--- src/rtl/sau_pkg.sv ---
package sau_pkg;
  typedef struct packed {
    logic wrEn;
    logic rdEn;
  } cfgStrobe_t;
endpackage

--- src/rtl/sau_ctrl.sv ---
module sau_ctrl #(
  parameter int CFG_AW = 4,
  parameter int CFG_OFFSET = 0
) (
  input  logic              cfgValid,
  input  logic              cfgWrite,
  input  logic [CFG_AW-1:0] cfgAddr,
  output sau_pkg::cfgStrobe_t strobe
);
  localparam logic [CFG_AW-1:0] OffsetVal = CFG_AW'(CFG_OFFSET);

  logic hit;

  always_comb begin
    hit = cfgValid && (cfgAddr == OffsetVal);
    strobe.wrEn = hit && cfgWrite;
    strobe.rdEn = hit && !cfgWrite;
  end
endmodule

--- src/rtl/sau_dp.sv ---
module sau_dp #(
  parameter int ADDR_W = 32,
  parameter int REGION_W = 4,
  parameter int CFG_DW = 32,
  parameter int NUM_CALL = 2,
  parameter logic [ADDR_W-1:0] EXEMPT_MASK = 32'hEFF0_0000,
  parameter logic [ADDR_W-1:0] EXEMPT_MATCH = 32'hE000_0000
) (
  input  logic                clk,
  input  logic                rstN,
  input  sau_pkg::cfgStrobe_t strobe,
  input  logic [NUM_CALL-1:0] wrBits,
  input  logic [ADDR_W-1:0]   lookupAddr,
  output logic [REGION_W-1:0] regionId,
  output logic                isNonSecure,
  output logic                isCallable,
  output logic                isExempt,
  output logic [CFG_DW-1:0]   cfgRdata
);
  localparam int PadW = CFG_DW - NUM_CALL;

  logic [NUM_CALL-1:0] cfgReg;
  logic [NUM_CALL-1:0] callHit;

  always_ff @(posedge clk or negedge rstN) begin
    if (!rstN) cfgReg <= '0;
    else if (strobe.wrEn) cfgReg <= wrBits;
  end

  assign regionId    = lookupAddr[ADDR_W-1 -: REGION_W];
  assign isNonSecure = ~regionId[0];
  assign isExempt    = (lookupAddr & EXEMPT_MASK) == EXEMPT_MATCH;

  // Callable window i sits in secure region 2*i+1, gated by cfgReg[i].
  for (genvar i = 0; i < NUM_CALL; i++) begin : g_call
    assign callHit[i] = cfgReg[i] && (regionId == REGION_W'(2 * i + 1));
  end
  assign isCallable = |callHit;

  assign cfgRdata = strobe.rdEn ? {{PadW{1'b0}}, cfgReg} : '0;
endmodule

--- src/rtl/addr_sec_classifier.sv ---
module addr_sec_classifier #(
  parameter int ADDR_W = 32,
  parameter int REGION_W = 4,
  parameter int CFG_AW = 4,
  parameter int CFG_DW = 32,
  parameter int NUM_CALL = 2
) (
  input  logic                clk,
  input  logic                rstN,
  input  logic [ADDR_W-1:0]   lookupAddr,
  output logic [REGION_W-1:0] regionId,
  output logic                isNonSecure,
  output logic                isCallable,
  output logic                isExempt,
  input  logic                cfgValid,
  input  logic                cfgWrite,
  input  logic [CFG_AW-1:0]   cfgAddr,
  input  logic [CFG_DW-1:0]   cfgWdata,
  output logic [CFG_DW-1:0]   cfgRdata
);
  sau_pkg::cfgStrobe_t strobe;

  sau_ctrl #(.CFG_AW(CFG_AW), .CFG_OFFSET(0)) u_ctrl (
    .cfgValid(cfgValid),
    .cfgWrite(cfgWrite),
    .cfgAddr (cfgAddr),
    .strobe  (strobe)
  );

  sau_dp #(
    .ADDR_W(ADDR_W), .REGION_W(REGION_W), .CFG_DW(CFG_DW), .NUM_CALL(NUM_CALL)
  ) u_dp (
    .clk        (clk),
    .rstN       (rstN),
    .strobe     (strobe),
    .wrBits     (cfgWdata[NUM_CALL-1:0]),
    .lookupAddr (lookupAddr),
    .regionId   (regionId),
    .isNonSecure(isNonSecure),
    .isCallable (isCallable),
    .isExempt   (isExempt),
    .cfgRdata   (cfgRdata)
  );
endmodule

--- config.mk ---
export PLATFORM = sky130hd
export DESIGN_NAME = addr_sec_classifier
export DESIGN_NICKNAME = d
export VERILOG_FILES = /design/src/rtl/sau_pkg.sv /design/src/rtl/sau_ctrl.sv /design/src/rtl/sau_dp.sv /design/src/rtl/addr_sec_classifier.sv
export SDC_FILE = /design/constraint.sdc
export NUM_CORES = 1
export LEC_CHECK = 0
export ABC_AREA = 1
export BUFFER_PORTS_ARGS = -buffer_cell sky130_fd_sc_hd__buf_2
export CAP_MARGIN = 5
export CORE_ASPECT_RATIO = 0.75
export CORE_MARGIN = 5
export CORE_UTILIZATION = 20
export DETAILED_ROUTE_END_ITERATION = 8
export PLACE_DENSITY = 0.77
export SYNTH_ARGS = -nofsm -noshare
export SYNTH_HDL_FRONTEND = slang
export SYNTH_HIERARCHICAL = 1
export SYNTH_SLANG_ARGS = --single-unit
--- constraint.sdc ---
create_clock -name clk -period 0.8 [get_ports clk]
set_input_delay 0.08 -clock clk [delete_from_list [all_inputs] [get_ports clk]]
set_output_delay 0.08 -clock clk [all_outputs]
set_load 0.1 [all_outputs]
==> metrics.md <==
| Metric | Value |
|---|---|
| Run status | `complete, but fails checks` |
| Violated checks | `negative setup slack` |
| # diodes | `0` |
| Wire per inst | `8.81 µm` |
| Minimum clock period | `1150 ps` |
| Final WS setup | `-348 ps` |
| PortBufs | `30` |
| Unique masters post-synth | `11` |
| Yosys reg bits | `2` |
| Global-route wire length before repair | `1550 µm` |
| Met3 Routed Length | `128 µm` |
| Lkg Pwr | `0.408 nW` |
| Core Rows | `15` |
| Skew final | `0 ps` |
| DRT antenna net count | `0` |
| Final nets | `178` |
| Utilization after layout | `34.1%` |
| Post-CTS Setup Inserts | `0` |
| R2r startpoint | `u_dp/cfgReg[1]$_DFFE_PN0P_` |
| CTS tree | `built` |
| Gr usage total | `6.57%` |
| Top Layer Used | `met4` |
| Number of global-route vias before repair | `365` |
| Final setup viols | `5` |
| Largest net degree at the start of global routing | `5` |
| Core area | `2250 µm²` |
| M1 WL | `275 µm` |
| Final slew viol count | `0` |
| Int Power | `0.449 mW` |
| Chip Width | `65.5 µm` |
| P per Cell Area | `1750 nW/µm²` |
| Data arrival time of the worst path | `1070 ps` |
| Initial antenna violation count | `0` |
| Post-Synthesis Cells | `73` |
| Yosys Warn Count | `6` |
| Largest regs | `u_dp/cfgReg (2)` |
| Drt pass-1 iters | `4` |
| Hold Crit Class | `in2reg` |
| DR iter-0 viols | `1` |
| Most common cell after layout, fill and taps aside | `conb_1` |
| Startpoint of the worst hold path | `cfgWdata[0]` |
| Psw | `0.898 mW` |
| Final hold viol count | `0` |
| Setup Slack @ Placement | `-221 ps` |
| Worst endpoint required time | `720 ps` |
| Sequential fraction of design power | `10.8%` |
| Post-DP HPWL | `1010 µm` |
| Period Utilization, post-route | `143%` |
| Fraction of layout cells with a size suffix above 1 | `51.9%` |
| Clk sinks | `2` |
| Maximum fanout along the worst path | `2` |
| Routed vias | `406` |
| Synthesized area | `462 µm²` |
| Met2 wire len | `724 µm` |
| DRC viols | `0` |
| Startpoint types | `flop` |
| Unrepaired setup endpoints after global routing | `true` |
| GPL Wtd Cong | `0.608` |
| Drt total wl | `1140 µm` |
| Worst-skew pair later-pin latency | `220 ps` |
| Worst setup EP type | `primary output` |
| Total Power | `1.35 mW` |
| Flip-flop count of the largest register after layout | `2` |
| Most frequent cells in the layout | `conb_1, buf_2, buf_12, nand2_1` |
| Clock network fraction of total power | `16.1%` |
| P&R area growth vs syn | `66.4%` |
| Fmax achieved | `0.871 GHz` |
| Fill count | `237` |
| Setup CP Type | `reg2out` |
| Root buffer cell | `clkbuf_4` |
| Die area | `3380 µm²` |
| Register area share after synthesis | `10.8%` |
| Die Y | `51.6 µm` |
| Crit path from | `u_dp/cfgReg[0]$_DFFE_PN0P_` |
| IO Count | `111` |
| Total CTS buffers | `3` |
| Initial core utilization | `20.5%` |
| Synth Area per Inst | `6.32 µm²` |
| Vias per cell | `3.15` |
| Clock-pin slew on the worst setup and hold paths | `30 ps` |
| Worst VDD drop | `0.385 mV` |
| Reg with most FFs | `u_dp/cfgReg` |
| Max Buffers Root-to-Sink | `2` |
| Sw Share | `66.7%` |
| GRT overflow | `0` |
| Gate power share | `73.1%` |
| H-tree lvl count | `1` |
| Number of max-cap violations | `0` |
## cells in the mapped netlist (all sizes together)
cell   instances  share of area, %
buf           34                55
inv           11               8.9
nor2          11               9.5
nand2         10               8.1
dfrtp          2                11
a21oi          1               1.1
conb           1              0.81
mux2           1               3.3
nand3          1               1.1
o21ai          1               1.1
## critical path: stages, from the launching register on
cell	delay, ps
dfrtp_1	380
inv_2	70
nor2_2	30
a21oi_2	150
nor2_4	50
buf_12	160
## final timing paths
check / endpoint / slack, ps / cells past startpoint
worst min register to register: u_dp/cfgReg[0]$_DFFE_PN0P_ / 590 / 2
worst min-delay path: u_dp/cfgReg[0]$_DFFE_PN0P_ / 90 / 3
worst max register to register: u_dp/cfgReg[1]$_DFFE_PN0P_ / -20 / 1
max in group asynchronous: u_dp/cfgReg[1]$_DFFE_PN0P_ / 520 / 2
min in group asynchronous: u_dp/cfgReg[0]$_DFFE_PN0P_ / 180 / 2
worst max-delay path: isCallable / -350 / 5
## cell type report
class | instances | area [µm²] | area share (%)
Clock buffer | 3 | 22.5 | 2.93
Sequential cell | 2 | 50.0 | 6.51
Multi-Input combinational cell | 55 | 280 | 36.5
Timing Repair Buffer | 33 | 335 | 43.6
Inverter | 11 | 48.8 | 6.35
Tap cell | 25 | 31.3 | 4.07
## logic make-up after synthesis
kind of cell	after synthesis	share of synthesized area (%)
buffers and inverters	45	64.2
AND/OR/NAND/NOR	22	18.7
flip-flops	2	10.8
other	1	0.812
AO/OA/AOI/OAI	2	2.17
multiplexers	1	3.25
## routing by layer
metal  vias up  global-route usage [%]
met3         2                    3.89
met1       174                    4.80
met2        20                    12.8
met4         0                    4.14
met5         -                       0
li1        210                       -
## timing repair
action	in CTS	in global routing
endpoints found under the setup margin	4	5
hold buffers	1	0
pin swaps	5	3
gates resized for setup	12	3
hold endpoints to repair	2	0
## power by group through the flow
stage | Clock [mW] | Combinational (mW) | Sequential [mW]
final | 0.217 | 0.984 | 0.146
after global routing | 0.254 | 1.01 | 0.149
after CTS | 0.228 | 0.979 | 0.147
after detailed placement | 0 | 0.951 | 0.142
after global placement | 0 | 0.946 | 0.139
after floorplan | 0 | 0.929 | 0.135
## metrics by stage
stage	hold slack (ps)	instances	instance area, µm²	setup TNS, ps
global placement	-135	125	694	-747
CTS	83.4	129	761	-986
global route	78.2	129	768	-1180
floorplan	-216	102	618	-638
detailed placement	-134	125	694	-844
finish	87.0	129	768	-919
No activity file was read; power rests on OpenSTA's default activity.
